==> src/rtl/bri_pkg.sv <==
package bri_pkg;
  typedef enum logic [1:0] {
    MODE_EVENT  = 2'd0,
    MODE_EOT    = 2'd1,
    MODE_MIRROR = 2'd2
  } sts_mode_e;

  // global mirror dominates; a pipe with both bits set still mirrors
  function automatic sts_mode_e pick_mode(input logic mirror, input logic eot);
    if (mirror)   return MODE_MIRROR;
    else if (eot) return MODE_EOT;
    else          return MODE_EVENT;
  endfunction
endpackage

==> src/rtl/bri_trn_track.sv <==
module bri_trn_track #(
  parameter int TRN_W = 8
) (
  input  logic             clk_i,
  input  logic             rst_ni,
  input  logic             active_i,
  input  logic             pkt_rx_i,
  input  logic             short_i,
  input  logic             zlp_i,
  input  logic             fifo_empty_i,
  input  logic             rd_done_i,
  input  logic             trn_en_i,
  input  logic [TRN_W-1:0] trn_cnt_i,
  input  logic             buf_clr_i,
  input  logic             restart_i,
  output logic             done_o
);
  logic [TRN_W-1:0] cnt_q, cnt_inc;
  logic             term_q, wait_q;
  logic             accept, zlp_empty, cnt_hit, term_now, fin;

  always_comb begin
    accept    = active_i & pkt_rx_i & ~wait_q;
    zlp_empty = accept & zlp_i & fifo_empty_i;
    cnt_inc   = cnt_q + 1'b1;
    cnt_hit   = trn_en_i & (trn_cnt_i != '0) & (cnt_inc == trn_cnt_i);
    term_now  = accept & (short_i | zlp_i | cnt_hit);
    fin       = active_i & ~wait_q & rd_done_i & (term_q | term_now);
    done_o    = zlp_empty | fin;
  end

  always_ff @(posedge clk_i or negedge rst_ni) begin
    if (!rst_ni) begin
      cnt_q  <= '0;
      term_q <= 1'b0;
      wait_q <= 1'b0;
    end else if (!active_i || restart_i || buf_clr_i) begin
      cnt_q  <= '0;
      term_q <= 1'b0;
      wait_q <= 1'b0;
    end else if (zlp_empty) begin
      // transfer ends at hand-over; hold off until buffer clear
      cnt_q  <= '0;
      term_q <= 1'b0;
      wait_q <= 1'b1;
    end else if (fin) begin
      cnt_q  <= '0;
      term_q <= 1'b0;
    end else begin
      if (accept)   cnt_q  <= cnt_inc;
      if (term_now) term_q <= 1'b1;
    end
  end
endmodule

==> src/rtl/bri_pipe_ctx.sv <==
module bri_pipe_ctx
  import bri_pkg::*;
#(
  parameter int TRN_W = 8
) (
  input  logic             clk_i,
  input  logic             rst_ni,
  input  logic             mirror_i,
  input  logic             eot_i,
  input  logic             dir_tx_i,
  input  logic             ctrl_i,
  input  logic             wr_rdy_i,
  input  logic             rd_rdy_i,
  input  logic             pkt_rx_i,
  input  logic             short_i,
  input  logic             zlp_i,
  input  logic             rd_done_i,
  input  logic             trn_en_i,
  input  logic [TRN_W-1:0] trn_cnt_i,
  input  logic             buf_clr_i,
  input  logic             auto_clr_i,
  input  logic             wclr_i,
  output logic             sts_o,
  output logic             cfg_err_o
);
  sts_mode_e mode;
  logic      rdy_now, rdy_q;
  logic      zlp_hold_d, zlp_hold_q;
  logic      sts_d, sts_q, cfg_q;
  logic      eot_done;

  assign mode    = pick_mode(mirror_i, eot_i);
  assign rdy_now = dir_tx_i ? wr_rdy_i : rd_rdy_i;

  bri_trn_track #(.TRN_W(TRN_W)) u_trk (
    .clk_i       (clk_i),
    .rst_ni      (rst_ni),
    .active_i    (mode == MODE_EOT),
    .pkt_rx_i    (pkt_rx_i),
    .short_i     (short_i),
    .zlp_i       (zlp_i),
    .fifo_empty_i(~rd_rdy_i),
    .rd_done_i   (rd_done_i),
    .trn_en_i    (trn_en_i),
    .trn_cnt_i   (trn_cnt_i),
    .buf_clr_i   (buf_clr_i),
    .restart_i   (auto_clr_i),
    .done_o      (eot_done)
  );

  always_comb begin
    zlp_hold_d = (mode == MODE_MIRROR) & ~auto_clr_i & ~dir_tx_i &
                 ((pkt_rx_i & zlp_i & ~rd_rdy_i) | (zlp_hold_q & ~buf_clr_i));
    sts_d = sts_q;
    if (auto_clr_i) begin
      sts_d = 1'b0;
    end else begin
      unique case (mode)
        MODE_MIRROR: sts_d = dir_tx_i ? (wr_rdy_i & ~ctrl_i) : (rd_rdy_i | zlp_hold_d);
        MODE_EOT: begin
          if (eot_done && !dir_tx_i) sts_d = 1'b1;
          else if (wclr_i)           sts_d = 1'b0;
        end
        default: begin
          if (rdy_now && !rdy_q) sts_d = 1'b1;
          else if (wclr_i)       sts_d = 1'b0;
        end
      endcase
    end
  end

  always_ff @(posedge clk_i or negedge rst_ni) begin
    if (!rst_ni) begin
      rdy_q      <= 1'b0;
      zlp_hold_q <= 1'b0;
      sts_q      <= 1'b0;
      cfg_q      <= 1'b0;
    end else begin
      rdy_q      <= rdy_now;
      zlp_hold_q <= zlp_hold_d;
      sts_q      <= sts_d;
      cfg_q      <= mirror_i & eot_i;
    end
  end

  assign sts_o     = sts_q;
  assign cfg_err_o = cfg_q;
endmodule

==> src/rtl/bri_irq_merge.sv <==
module bri_irq_merge #(
  parameter int NUM_PIPES = 8
) (
  input  logic                 clk_i,
  input  logic                 rst_ni,
  input  logic [NUM_PIPES-1:0] sts_i,
  input  logic [NUM_PIPES-1:0] en_i,
  output logic                 irq_o
);
  logic irq_q;

  always_ff @(posedge clk_i or negedge rst_ni) begin
    if (!rst_ni) irq_q <= 1'b0;
    else         irq_q <= |(sts_i & en_i);
  end

  assign irq_o = irq_q;
endmodule

==> src/rtl/bufrdy_irq_status.sv <==
module bufrdy_irq_status #(
  parameter int NUM_PIPES = 8,
  parameter int TRN_W     = 8
) (
  input  logic                       clk_i,
  input  logic                       rst_ni,
  input  logic                       mirror_mode_i,
  input  logic [NUM_PIPES-1:0]       eot_mode_i,
  input  logic [NUM_PIPES-1:0]       dir_tx_i,
  input  logic [NUM_PIPES-1:0]       ctrl_pipe_i,
  input  logic [NUM_PIPES-1:0]       fifo_wr_rdy_i,
  input  logic [NUM_PIPES-1:0]       fifo_rd_rdy_i,
  input  logic [NUM_PIPES-1:0]       pkt_rx_i,
  input  logic [NUM_PIPES-1:0]       pkt_short_i,
  input  logic [NUM_PIPES-1:0]       pkt_zlp_i,
  input  logic [NUM_PIPES-1:0]       rd_done_i,
  input  logic [NUM_PIPES-1:0]       trn_en_i,
  input  logic [NUM_PIPES*TRN_W-1:0] trn_cnt_i,
  input  logic [NUM_PIPES-1:0]       buf_clr_i,
  input  logic [NUM_PIPES-1:0]       auto_clr_i,
  input  logic [NUM_PIPES-1:0]       irq_en_i,
  input  logic                       sts_wr_i,
  input  logic [NUM_PIPES-1:0]       sts_wdata_i,
  output logic [NUM_PIPES-1:0]       sts_o,
  output logic                       irq_o,
  output logic [NUM_PIPES-1:0]       cfg_err_o
);
  logic [NUM_PIPES-1:0] wclr;
  logic [NUM_PIPES-1:0] sts;

  assign wclr = {NUM_PIPES{sts_wr_i}} & ~sts_wdata_i;

  for (genvar i = 0; i < NUM_PIPES; i++) begin : g_pipe
    bri_pipe_ctx #(.TRN_W(TRN_W)) u_pipe (
      .clk_i     (clk_i),
      .rst_ni    (rst_ni),
      .mirror_i  (mirror_mode_i),
      .eot_i     (eot_mode_i[i]),
      .dir_tx_i  (dir_tx_i[i]),
      .ctrl_i    (ctrl_pipe_i[i]),
      .wr_rdy_i  (fifo_wr_rdy_i[i]),
      .rd_rdy_i  (fifo_rd_rdy_i[i]),
      .pkt_rx_i  (pkt_rx_i[i]),
      .short_i   (pkt_short_i[i]),
      .zlp_i     (pkt_zlp_i[i]),
      .rd_done_i (rd_done_i[i]),
      .trn_en_i  (trn_en_i[i]),
      .trn_cnt_i (trn_cnt_i[i*TRN_W +: TRN_W]),
      .buf_clr_i (buf_clr_i[i]),
      .auto_clr_i(auto_clr_i[i]),
      .wclr_i    (wclr[i]),
      .sts_o     (sts[i]),
      .cfg_err_o (cfg_err_o[i])
    );
  end

  bri_irq_merge #(.NUM_PIPES(NUM_PIPES)) u_irq (
    .clk_i (clk_i),
    .rst_ni(rst_ni),
    .sts_i (sts),
    .en_i  (irq_en_i),
    .irq_o (irq_o)
  );

  assign sts_o = sts;
endmodule

==> config.mk <==
export PLATFORM = sky130hd
export DESIGN_NAME = bufrdy_irq_status
export DESIGN_NICKNAME = d
export VERILOG_FILES = /design/src/rtl/bri_pkg.sv /design/src/rtl/bri_trn_track.sv /design/src/rtl/bri_pipe_ctx.sv /design/src/rtl/bri_irq_merge.sv /design/src/rtl/bufrdy_irq_status.sv
export SDC_FILE = /design/constraint.sdc
export NUM_CORES = 1
export LEC_CHECK = 0
export BUFFER_PORTS_ARGS = -buffer_cell sky130_fd_sc_hd__buf_2
export CORE_MARGIN = 4
export CORE_UTILIZATION = 55
export CTS_CLUSTER_SIZE = 25
export DETAILED_ROUTE_END_ITERATION = 6
export GPL_ROUTABILITY_DRIVEN = 0
export GPL_TIMING_DRIVEN = 1
export MAX_ROUTING_LAYER = met4
export PLACE_DENSITY = 0.87
export SYNTH_ARGS = -nofsm -noshare
export SYNTH_HDL_FRONTEND = slang
export SYNTH_SLANG_ARGS = --single-unit
==> constraint.sdc <==
create_clock -name clk_i -period 3.8 [get_ports clk_i]
set_clock_uncertainty 0.2 [all_clocks]
set_input_delay 0.38 -clock clk_i [delete_from_list [all_inputs] [get_ports clk_i]]
set_output_delay 0.38 -clock clk_i [all_outputs]
set_load 0.01 [all_outputs]
== Word-level counts from Yosys, hierarchy flattened ==
Cells that the tools add are included.
W data, S select, Z words.

* Bits in registers: 113
* Output and inout port bits: 17
* Word-level logic and storage cells: 573

* Add/sub/neg operators: 8
* Equality and inequality tests: 24
* Muxes and demuxes: 152
* Bitwise operators: 243
* Reductions and logical operators: 89

{| class="wikitable"
|+ Operators by type and width
! kind !! number
|-
| $mux W8 || 32
|-
| $and A1 B1 Y1 || 144
|-
| $mux W1 || 104
|-
| $add A8 B1 Y8 const B || 8
|-
| $eq A8 B8 Y1 || 8
|-
| $reduce_bool A4 Y1 || 16
|-
| $reduce_bool A8 Y1 || 8
|-
| $not A1 Y1 || 48
|-
| $or A1 B1 Y1 || 48
|-
| $logic_not A1 Y1 || 24
|-
| $and A8 B8 Y8 || 2
|-
| $eq A2 B1 Y1 const B || 8
|-
| $eq A2 B2 Y1 const B || 8
|-
| $logic_and A1 B1 Y1 || 16
|-
| $logic_or A1 B1 Y1 || 16
|-
| $mux W2 || 8
|-
| $pmux W1 S2 || 8
|-
| $reduce_bool A2 Y1 || 8
|-
| $not A8 Y8 || 1
|-
| $reduce_or A8 Y1 || 1
|}

== Depth between registers and ports, before layout ==
Gate-level depths: netlist of the first run.

* Depth after elaboration: 13
* Depth in mapped cells: 10
* Depth with buffers taken out: 8

== Modules after synthesis ==
A second synthesis of the first run with hierarchy kept.

* Cell total of the unflattened synthesis: 930
* Area total of the unflattened synthesis: 8541.9 um^2

{| class="wikitable"
|+ Modules (own cells, without submodules)
! module !! times used !! cells each !! area an instance (um^2)
|-
| bri_trn_track (g_pipe[0].u_pipe.u_trk ...) || 4 || 97 || 877.1
|-
| bri_trn_track (g_pipe[4].u_pipe.u_trk ...) || 3 || 90 || 792.0
|-
| bri_pipe_ctx || 8 || 21 || 217.7
|-
| bri_trn_track (g_pipe[7].u_pipe.u_trk) || 1 || 90 || 804.5
|-
| bri_irq_merge || 1 || 6 || 61.3
|-
| bufrdy_irq_status || 1 || 8 || 50.0
|}

== Least setup slack after synthesis of the first run ==
No wires, ideal clock.

* Kind: flip-flop to flip-flop
* From: register g_pipe[2].u_pipe.u_trk.cnt_q[0]
* To: register g_pipe[2].u_pipe.u_trk.cnt_q[2]
* Setup time: 0.064 ns
* Arrival time: 2.218 ns
* Data required time: 3.536 ns
* Path slack: 1.318 ns
* Stages on the path, launching flop included: 10
* Buffers on the path: 1
* Clock period less this slack: 2.482 ns
* Cells stage by stage: dfrtp_1 -> ha_1 -> nand3_4 -> or3_1 -> nand4b_1 -> a2111oi_2 -> or4_1 -> buf_2 -> a221oi_2 -> a21o_1

* Word-level cells in the longest chain between the ends: 10

{| class="wikitable"
|+ RTL lines
! element !! line !! source
|-
| start: declaration || bri_trn_track.sv:18 || <nowiki>logic [TRN_W-1:0] cnt_q, cnt_inc;</nowiki>
|-
| start signal: assignment || bri_trn_track.sv:50 || <nowiki>if (accept) cnt_q <= cnt_inc;</nowiki>
|-
| $add A8 B1 Y8 (*) || bri_trn_track.sv:25 || <nowiki>cnt_inc = cnt_q + 1'b1;</nowiki>
|-
| $eq A8 B8 Y1 || bri_trn_track.sv:26 || <nowiki>cnt_hit = trn_en_i & (trn_cnt_i != '0) & (cnt_inc == trn_cnt_i);</nowiki>
|-
| $and A1 B1 Y1 || bri_trn_track.sv:26 ||
|-
| $or A1 B1 Y1 || bri_trn_track.sv:27 || <nowiki>term_now = accept & (short_i | zlp_i | cnt_hit);</nowiki>
|-
| $and A1 B1 Y1 || bri_trn_track.sv:27 ||
|-
| $or A1 B1 Y1 || bri_trn_track.sv:28 || <nowiki>fin = active_i & ~wait_q & rd_done_i & (term_q | term_now);</nowiki>
|-
| $and A1 B1 Y1 || bri_trn_track.sv:28 ||
|-
| $mux W8 || bri_trn_track.sv:46 || <nowiki>end else if (fin) begin</nowiki>
|-
| $mux W8 || bri_trn_track.sv:41 || <nowiki>end else if (zlp_empty) begin</nowiki>
|-
| $mux W8 || bri_trn_track.sv:37 || <nowiki>end else if (!active_i || restart_i || buf_clr_i) begin</nowiki>
|}

Mark *: on every way between the ends. The rest lies on a longest branch, timed or not. The select of a mux whose other input is x is not followed.
A chain may end at the register's enable or synchronous reset.

== Final worst setup path of the first run ==
* From: register g_pipe[2].u_pipe.u_trk.cnt_q[0]
* To: register g_pipe[2].u_pipe.u_trk.cnt_q[3]

The elaborated chain is that of the path after synthesis.

==> qor.csv, run 1 <==
metric,value,unit
# Post-CTS Setup Buffers,0,
Crit path max-delay family,simple AND/OR/NAND/NOR gates,
sequential area share after synthesis,35.6,%
DR vias/cell,5.98,
layout cell share with drive strength beyond 1,22.7,%
critical path peak fanout,7,
Leakage,4.33,nW
number of synthesized register bits,113,
Crit Path Category,register to register,
Critical R2R Capture,g_pipe[2].u_pipe.u_trk.cnt_q[3]$_DFFE_PN0P_,
Residual DRC,0,
Post-Syn Area,7950,um^2
syn_nets,1108,
row count,43,
fin. max-slew vios,0,
Initial Util,56.6,%
CP Capture Type,register,
worst hold path type,input port to register,
met2 usage,42.9,%
reg2reg setup slack,1040,ps
Die Height,128,um
CTS H-tree lvls,4,
design area,9680,um^2
status,"finished, final reports clean",
Clock Latency Late Sink,420,ps
initial antenna violation count,1,
Iter 0 DRT Violations,429,
f_max,362,MHz
Ys Warns,0,
Worst Max-Slew Pin Slew,849,ps
die area,16400,um^2
first-pass GRT wire length,35700,um
hpwl dp,16300,um
Worst Path Buf+Inv,0,
dpl ws,1070,ps
RSZ-0062 raised after global routing,false,
Worst Path Required,3950,ps
number of global-route vias before repair,7573,
peak supply drop,0.405,mV
Reg2Reg Launch Point,g_pipe[2].u_pipe.u_trk.cnt_q[0]$_DFFE_PN0P_,
PD cells,326,nW/um^2
final-report hold violation count,0,
Syn Area/Cell,8.64,um^2
Ports,197,
Area growth syn-to-layout,21.7,%
Startpoint Class,register,
Min Hold Slack,12.0,ps
Final #Nets,1301,
"FFs w/ async S/R, synth",100,%
Wirelength per Cell,16.2,um
Placeable Area,14000,um^2
GR Util All Layers,27.4,%
hold endpoint,u_irq.irq_o$_DFF_PN0_,
Setup-failing EPs final,0,
CTS max path bufs,2,
drt pass-1 iters,5,
met1 usage,35.2,%
number of synthesized flops with an enable pin,0,
R2R depth,8,
GRT met3 Usage,6.54,%
post-synthesis instance total,920,
TritonCTS clock tree,yes,
CTS Buf Count,17,
root buffer cell,clkbuf_16,
"slowest stage cell, crit path",or4_1,
total grt overflow,0,
Fin Setup TNS,0,ps
PortBufs,196,
min setup slack post-route,1040,ps
most frequent cells in the layout,"195 x buf_2, 113 x dfrtp_1, 90 x nand2_1, 72 x nor2_1, 53 x xnor2_1",
fin crit share,72.6,%
top_reg_cell synth,dfrtp_1,
GRT Max-Usage Layer,met2,
largest net degree at the start of global routing,65,
Worst-path clk slew,50,ps
Max stage delay on crit path,600,ps
Yosys cell types,85,
Sinks on Clock Net,113,
dpl cell area,8970,um^2
Final ANT Viol Nets,0,
Vias,7810,
most common library cell in the layout ignoring fill and taps,buf_2,
worst-path cell chain,ha_1 > nand3_4 > or3_1 > nand4b_1 > a2111oi_2 > or4_1 > a221oi_2 > a21o_1,
Critical Path AT,2910,ps
minimum clock period,2760,ps
worst hold path depth,3,
max_cap viols,0,
Die X,128,um
Hold Startpoint,irq_en_i[5],
relative slew slack,43.4,%
DRT Wirelength,21200,um
==> layout make-up <==
type,instances,area (um^2)
tap,180,225
clock buffer,26,479
timing repair buffer,217,1180
antenna,1,2.50
fill,1115,4360
clock inverter,6,80.1
sequential,113,2830
inverter,30,113
multi-input combinational,734,4770
==> synthesized netlist by cell type (all sizes together) (12+ instances only) <==
cell type / count / area share (%)
nor4: 14 / 1.2
nor3: 25 / 1.6
or2: 14 / 1.1
a21o: 12 / 1.1
clkbuf: 16 / 0.76
nand2: 90 / 4.2
o21a: 13 / 1.2
nand2b: 28 / 2.2
xnor2: 53 / 5.8
dfrtp: 113 / 36
buf: 27 / 2.2
nor2: 72 / 3.4
and2: 19 / 1.5
a21oi: 52 / 3.4
nor2b: 15 / 1.2
nand3: 34 / 2.4
o21ai: 50 / 3.2
xor2: 36 / 4.0
inv: 30 / 1.4
and3: 20 / 1.6
==> per-stage QoR <==
stage,total power [mW],std cells,utilization [%]
finish,3.16,1307,68.9
global route,3.29,1307,68.9
CTS,3.18,1306,68.9
detailed placement,1.65,1259,63.9
global placement,1.64,1259,63.9
floorplan,1.45,920,-
==> per-layer routing <==
| metal | part of all wire (%) | routed length, um | vias up |
|---|---|---|---|
| met1 | 43 | 9160 | 3688 |
| met2 | 48 | 10200 | 319 |
| met4 | 1.6 | 341 | 0 |
| li1 | - | - | 3765 |
| met3 | 7.0 | 1490 | 38 |
| met5 | 0 | 0 | - |
==> sequential cells by signal, summed over array words and instances, names as in the netlist <==
register and flops:
g_pipe.u_pipe.u_trk.cnt_q 64, g_pipe.u_pipe.cfg_err_o 8, g_pipe.u_pipe.rdy_q 8, g_pipe.u_pipe.sts_o 8, g_pipe.u_pipe.u_trk.term_q 8, g_pipe.u_pipe.u_trk.wait_q 8, g_pipe.u_pipe.zlp_hold_q 8, u_irq.irq_o 1
==> worst register-to-register path, delay by kind of cell, from the launching register on <==
kind,cells,cell delay [ps]
simple gates,4,1230
fa+ha+maj,1,300
compound gates,3,530
flops,1,450
==> repair_timing <==
item	4_1_cts	5_1_grt
gates resized for setup	0	0
hold endpoints to repair	69	0
hold buffers	15	0
==> power by group <==
part           switching (mW)  total [mW]  internal, mW
registers              0.0137        1.24          1.23
logic                   0.226       0.402         0.176
clock network           0.524        1.52         0.993
total                   0.763        3.16          2.40
==> cell families (layout without fill, tap and decap cells) <==
logic type | count (synthesis) | count (layout) | share of synthesized area [%]
buf+inv | 73 | 279 | 4.42
flops | 113 | 113 | 35.6
other cells | 0 | 1 | 0
xor+xnor | 90 | 90 | 10.1
mux | 6 | 6 | 0.802
fa+ha+maj | 8 | 8 | 1.26
compound gates | 238 | 238 | 21.5
simple gates | 392 | 392 | 26.4
==> how the worst max path moves through the flow <==
stage                                                start                                          end  slack (ps)  depth (start not counted)
2_1_floorplan  g_pipe[2].u_pipe.u_trk.cnt_q[0]$_DFFE_PN0P_  g_pipe[2].u_pipe.u_trk.cnt_q[2]$_DFFE_PN0P_        1320                          9
5_1_grt        g_pipe[3].u_pipe.u_trk.cnt_q[0]$_DFFE_PN0P_  g_pipe[3].u_pipe.u_trk.cnt_q[6]$_DFFE_PN0P_         890                          8
4_1_cts        g_pipe[2].u_pipe.u_trk.cnt_q[0]$_DFFE_PN0P_  g_pipe[2].u_pipe.u_trk.cnt_q[3]$_DFFE_PN0P_        1060                          8
3_5_place_dp   g_pipe[2].u_pipe.u_trk.cnt_q[0]$_DFFE_PN0P_  g_pipe[2].u_pipe.u_trk.cnt_q[3]$_DFFE_PN0P_        1070                          8
6_report       g_pipe[2].u_pipe.u_trk.cnt_q[0]$_DFFE_PN0P_  g_pipe[2].u_pipe.u_trk.cnt_q[3]$_DFFE_PN0P_        1040                          8
3_3_place_gp   g_pipe[2].u_pipe.u_trk.cnt_q[0]$_DFFE_PN0P_  g_pipe[2].u_pipe.u_trk.cnt_q[2]$_DFFE_PN0P_        1130                          8
Power figures use the tool's default switching activity.
==> inputs of run 2 (changes only) <==
ABC_AREA = 1   (was default)
PLACE_DENSITY = 0.86   (was 0.87)
clock period = 2.9 ns   (was 3.8 ns; I/O delays follow)
==> run 2 against run 1 <==
First-iteration DRC count grew 70%; non-clock buffer count rose by 38; clock power is 25% higher; sequential power is 31% higher; die area grew 7.8%; cell count is 39% higher; cell area grew 11%; highest routed layer unchanged.
==> qor.csv, run 2 <==
metric,value,unit,change
hpwl dp,18400,um,+13%
Critical Path AT,2640,ps,-270 ps
Reg2Reg Launch Point,g_pipe[7].u_pipe.u_trk.cnt_q[0]$_DFFE_PN0P_,,
reg2reg setup slack,340,ps,-700 ps
multi-input logic area,4730,um^2,-0.84%
total grt overflow,0,,unchanged
critical path peak fanout,12,,+5
worst hold path type,input port to register,,
final-report hold violation count,0,,unchanged
Placeable Area,15300,um^2,+8.7%
TritonCTS clock tree,yes,,
max_cap viols,0,,unchanged
largest net degree at the start of global routing,56,,-14%
Setup-failing EPs final,0,,unchanged
Final #Nets,1783,,+37%
PD cells,384,nW/um^2,+18%
most common library cell in the layout ignoring fill and taps,nand2_1,,
Final ANT Viol Nets,0,,unchanged
Iter 0 DRT Violations,729,,+70%
Clock Latency Late Sink,420,ps,about the same
drt pass-1 iters,6,,+1
Residual DRC,0,,unchanged
fin. max-slew vios,0,,unchanged
Startpoint Class,register,,
CTS resizes,0,,unchanged
Yosys cell types,39,,-54%
first-pass GRT wire length,40800,um,+14%
Yosys top cell by area,dfrtp_1,,
top-area cell type share of the netlist area,32.8,%,-2.7 points
"FFs w/ async S/R, synth",100,%,unchanged
minimum clock period,2560,ps,-198 ps
initial antenna violation count,0,,-1
number of synthesized flops with an enable pin,0,,unchanged
Fin Setup TNS,0,ps,unchanged
dpl ws,367,ps,-701 ps
Leakage,5.70,nW,+32%
most frequent cells in the layout,"384 x nand2_1, 213 x inv_1, 195 x buf_2, 175 x nand3_1, 160 x nor2_1",,
Area growth syn-to-layout,24.8,%,
die area,17700,um^2,+7.8%
Worst Path Required,2980,ps,-970 ps
Wirelength per Cell,13.5,um,-17%
Post-Syn Area,8620,um^2,+8.4%
Worst-path clk slew,50,ps,about the same
Worst Max-Slew Pin Slew,933,ps,+84.0 ps
DR vias/cell,5.29,,-11%
min setup slack post-route,339,ps,-702 ps
relative slew slack,37.3,%,-6.1 points
max reg flops,64,,unchanged
fin crit share,88.3,%,+16 points
Largest Register,g_pipe.u_pipe.u_trk.cnt_q,,
Initial Util,56.5,%,-0.16 points
CTS Hold Buffers Added,53,,+38
Ports,197,,unchanged
Sinks on Clock Net,113,,unchanged
root buffer cell,clkbuf_16,,
top_reg_cell synth,dfrtp_1,,
"top cells by count, synth","384 x nand2_1, 213 x inv_1, 175 x nand3_1, 160 x nor2_1, 113 x dfrtp_1",,
number of synthesized register bits,113,,unchanged
CTS Buf Count,17,,unchanged
sequential area share after synthesis,32.8,%,-2.7 points
Die Height,133,um,+3.8%
CTS H-tree lvls,4,,unchanged
Hold Startpoint,buf_clr_i[3],,
worst hold path depth,4,,+1
number of global-route vias before repair,9020,,+19%
DRT Wirelength,24500,um,+16%
Ys Warns,0,,unchanged
# Post-CTS Setup Buffers,0,,unchanged
Syn Area/Cell,6.36,um^2,-26%
fillcell total,1259,,+13%
Max stage delay on crit path,480,ps,-120 ps
worst-path cell chain,ha_1 > nand2_1 > nor2_2 > nand2_1 > nand3_1 > nand2_1 > nor2_1 > nand3_1 > o21ai_1 > nand2_1 > nand2_2 > nand2_4 > nand3_1 > o21ai_0,,
PortBufs,196,,unchanged
GR Util All Layers,28.3,%,+0.95 points
CP dominant cell by count,nand2_1,,
Crit Path Category,register to register,,
post-synthesis instance total,1354,,+47%
peak supply drop,0.408,mV,+0.82%
diode count,0,,-1
R2R depth,14,,+6
Vias,9620,,+23%
CP Capture Type,register,,
Cells after DPL,1734,,+38%
Die X,133,um,+3.8%
Critical R2R Capture,g_pipe[7].u_pipe.u_trk.cnt_q[2]$_DFFE_PN0P_,,
f_max,391,MHz,+7.7%
cell with the most instances after synthesis,nand2_1,,
Seq. cell area,2830,um^2,unchanged
"non-filler cells, final",1818,,+39%
CTS max path bufs,2,,unchanged
layout cell share with drive strength beyond 1,18.5,%,-4.3 points
Area contributors post-synth,"dfrtp_1 33%, nand2_1 17%, nand3_1 10%",,
"slowest stage cell, crit path",dfrtp_1,,
Min Hold Slack,17.4,ps,+5.43 ps
hold endpoint,g_pipe[3].u_pipe.u_trk.wait_q$_DFFE_PN0P_,,
syn_nets,1542,,+39%
status,"finished, final reports clean",,
RSZ-0062 raised after global routing,false,,
row count,45,,+4.7%
## run 2: cell type report
cell class,instances,area share (%)
clock buffers,24,4.39
well taps,211,2.46
multi-input cells,989,44.0
repair buffers,255,14.6
inverters,219,7.65
flip-flops and latches,113,26.3
clock inverters,7,0.559
## run 2: where the power goes
part | internal (mW) | switching (mW)
combinational | 0.254 | 0.336
sequential | 1.61 | 0.0226
clock | 1.20 | 0.695
total | 3.07 | 1.05
## run 2: logic make-up after synthesis
family	share of synthesized area, %
simple gates	43.0
buf+inv	12.3
compound gates	9.93
flops	32.8
xor+xnor	0.813
fa+ha+maj	1.16
## run 2: worst max-delay path: cells and delay by family (launching register included)
kind	cells	cell delay, ps
AND/OR/NAND/NOR	11	1200
AO/OA/AOI/OAI	2	290
adder cells (fa/ha/maj)	1	240
flip-flops	1	480
## run 2: per-layer routing
layer / GRT usage, % / part of all wire [%] / vias to the layer above / wire, um
li1: - / - / 4806 / -
met1: 35.1 / 42 / 4388 / 10200
met2: 47.5 / 49 / 363 / 12100
met3: 4.72 / 6.4 / 63 / 1580
met4: 9.09 / 2.4 / 0 / 599
met5: - / 0 / - / 0
## run 2: worst max-delay path by stage
stage / start / end / cells past startpoint
detailed placement: g_pipe[4].u_pipe.u_trk.cnt_q[0]$_DFFE_PN0P_ / g_pipe[4].u_pipe.u_trk.cnt_q[5]$_DFFE_PN0P_ / 13
global route: g_pipe[7].u_pipe.u_trk.cnt_q[0]$_DFFE_PN0P_ / g_pipe[7].u_pipe.u_trk.cnt_q[2]$_DFFE_PN0P_ / 12
finish: g_pipe[7].u_pipe.u_trk.cnt_q[0]$_DFFE_PN0P_ / g_pipe[7].u_pipe.u_trk.cnt_q[2]$_DFFE_PN0P_ / 14
CTS: g_pipe[7].u_pipe.u_trk.cnt_q[0]$_DFFE_PN0P_ / g_pipe[7].u_pipe.u_trk.cnt_q[2]$_DFFE_PN0P_ / 12
global placement: g_pipe[4].u_pipe.u_trk.cnt_q[0]$_DFFE_PN0P_ / g_pipe[4].u_pipe.u_trk.cnt_q[1]$_DFFE_PN0P_ / 14
floorplan: g_pipe[0].u_pipe.u_trk.cnt_q[0]$_DFFE_PN0P_ / g_pipe[0].u_pipe.sts_o$_DFF_PN0_ / 16
## run 2: stage by stage
stage	total power [mW]	cell area [um^2]	util [%]
6_report	4.12	10800	70.5
5_1_grt	4.30	10800	70.5
4_1_cts	4.13	10800	70.5
3_5_place_dp	2.18	9690	63.5
3_3_place_gp	2.17	9690	63.5
2_1_floorplan	1.92	8620	-
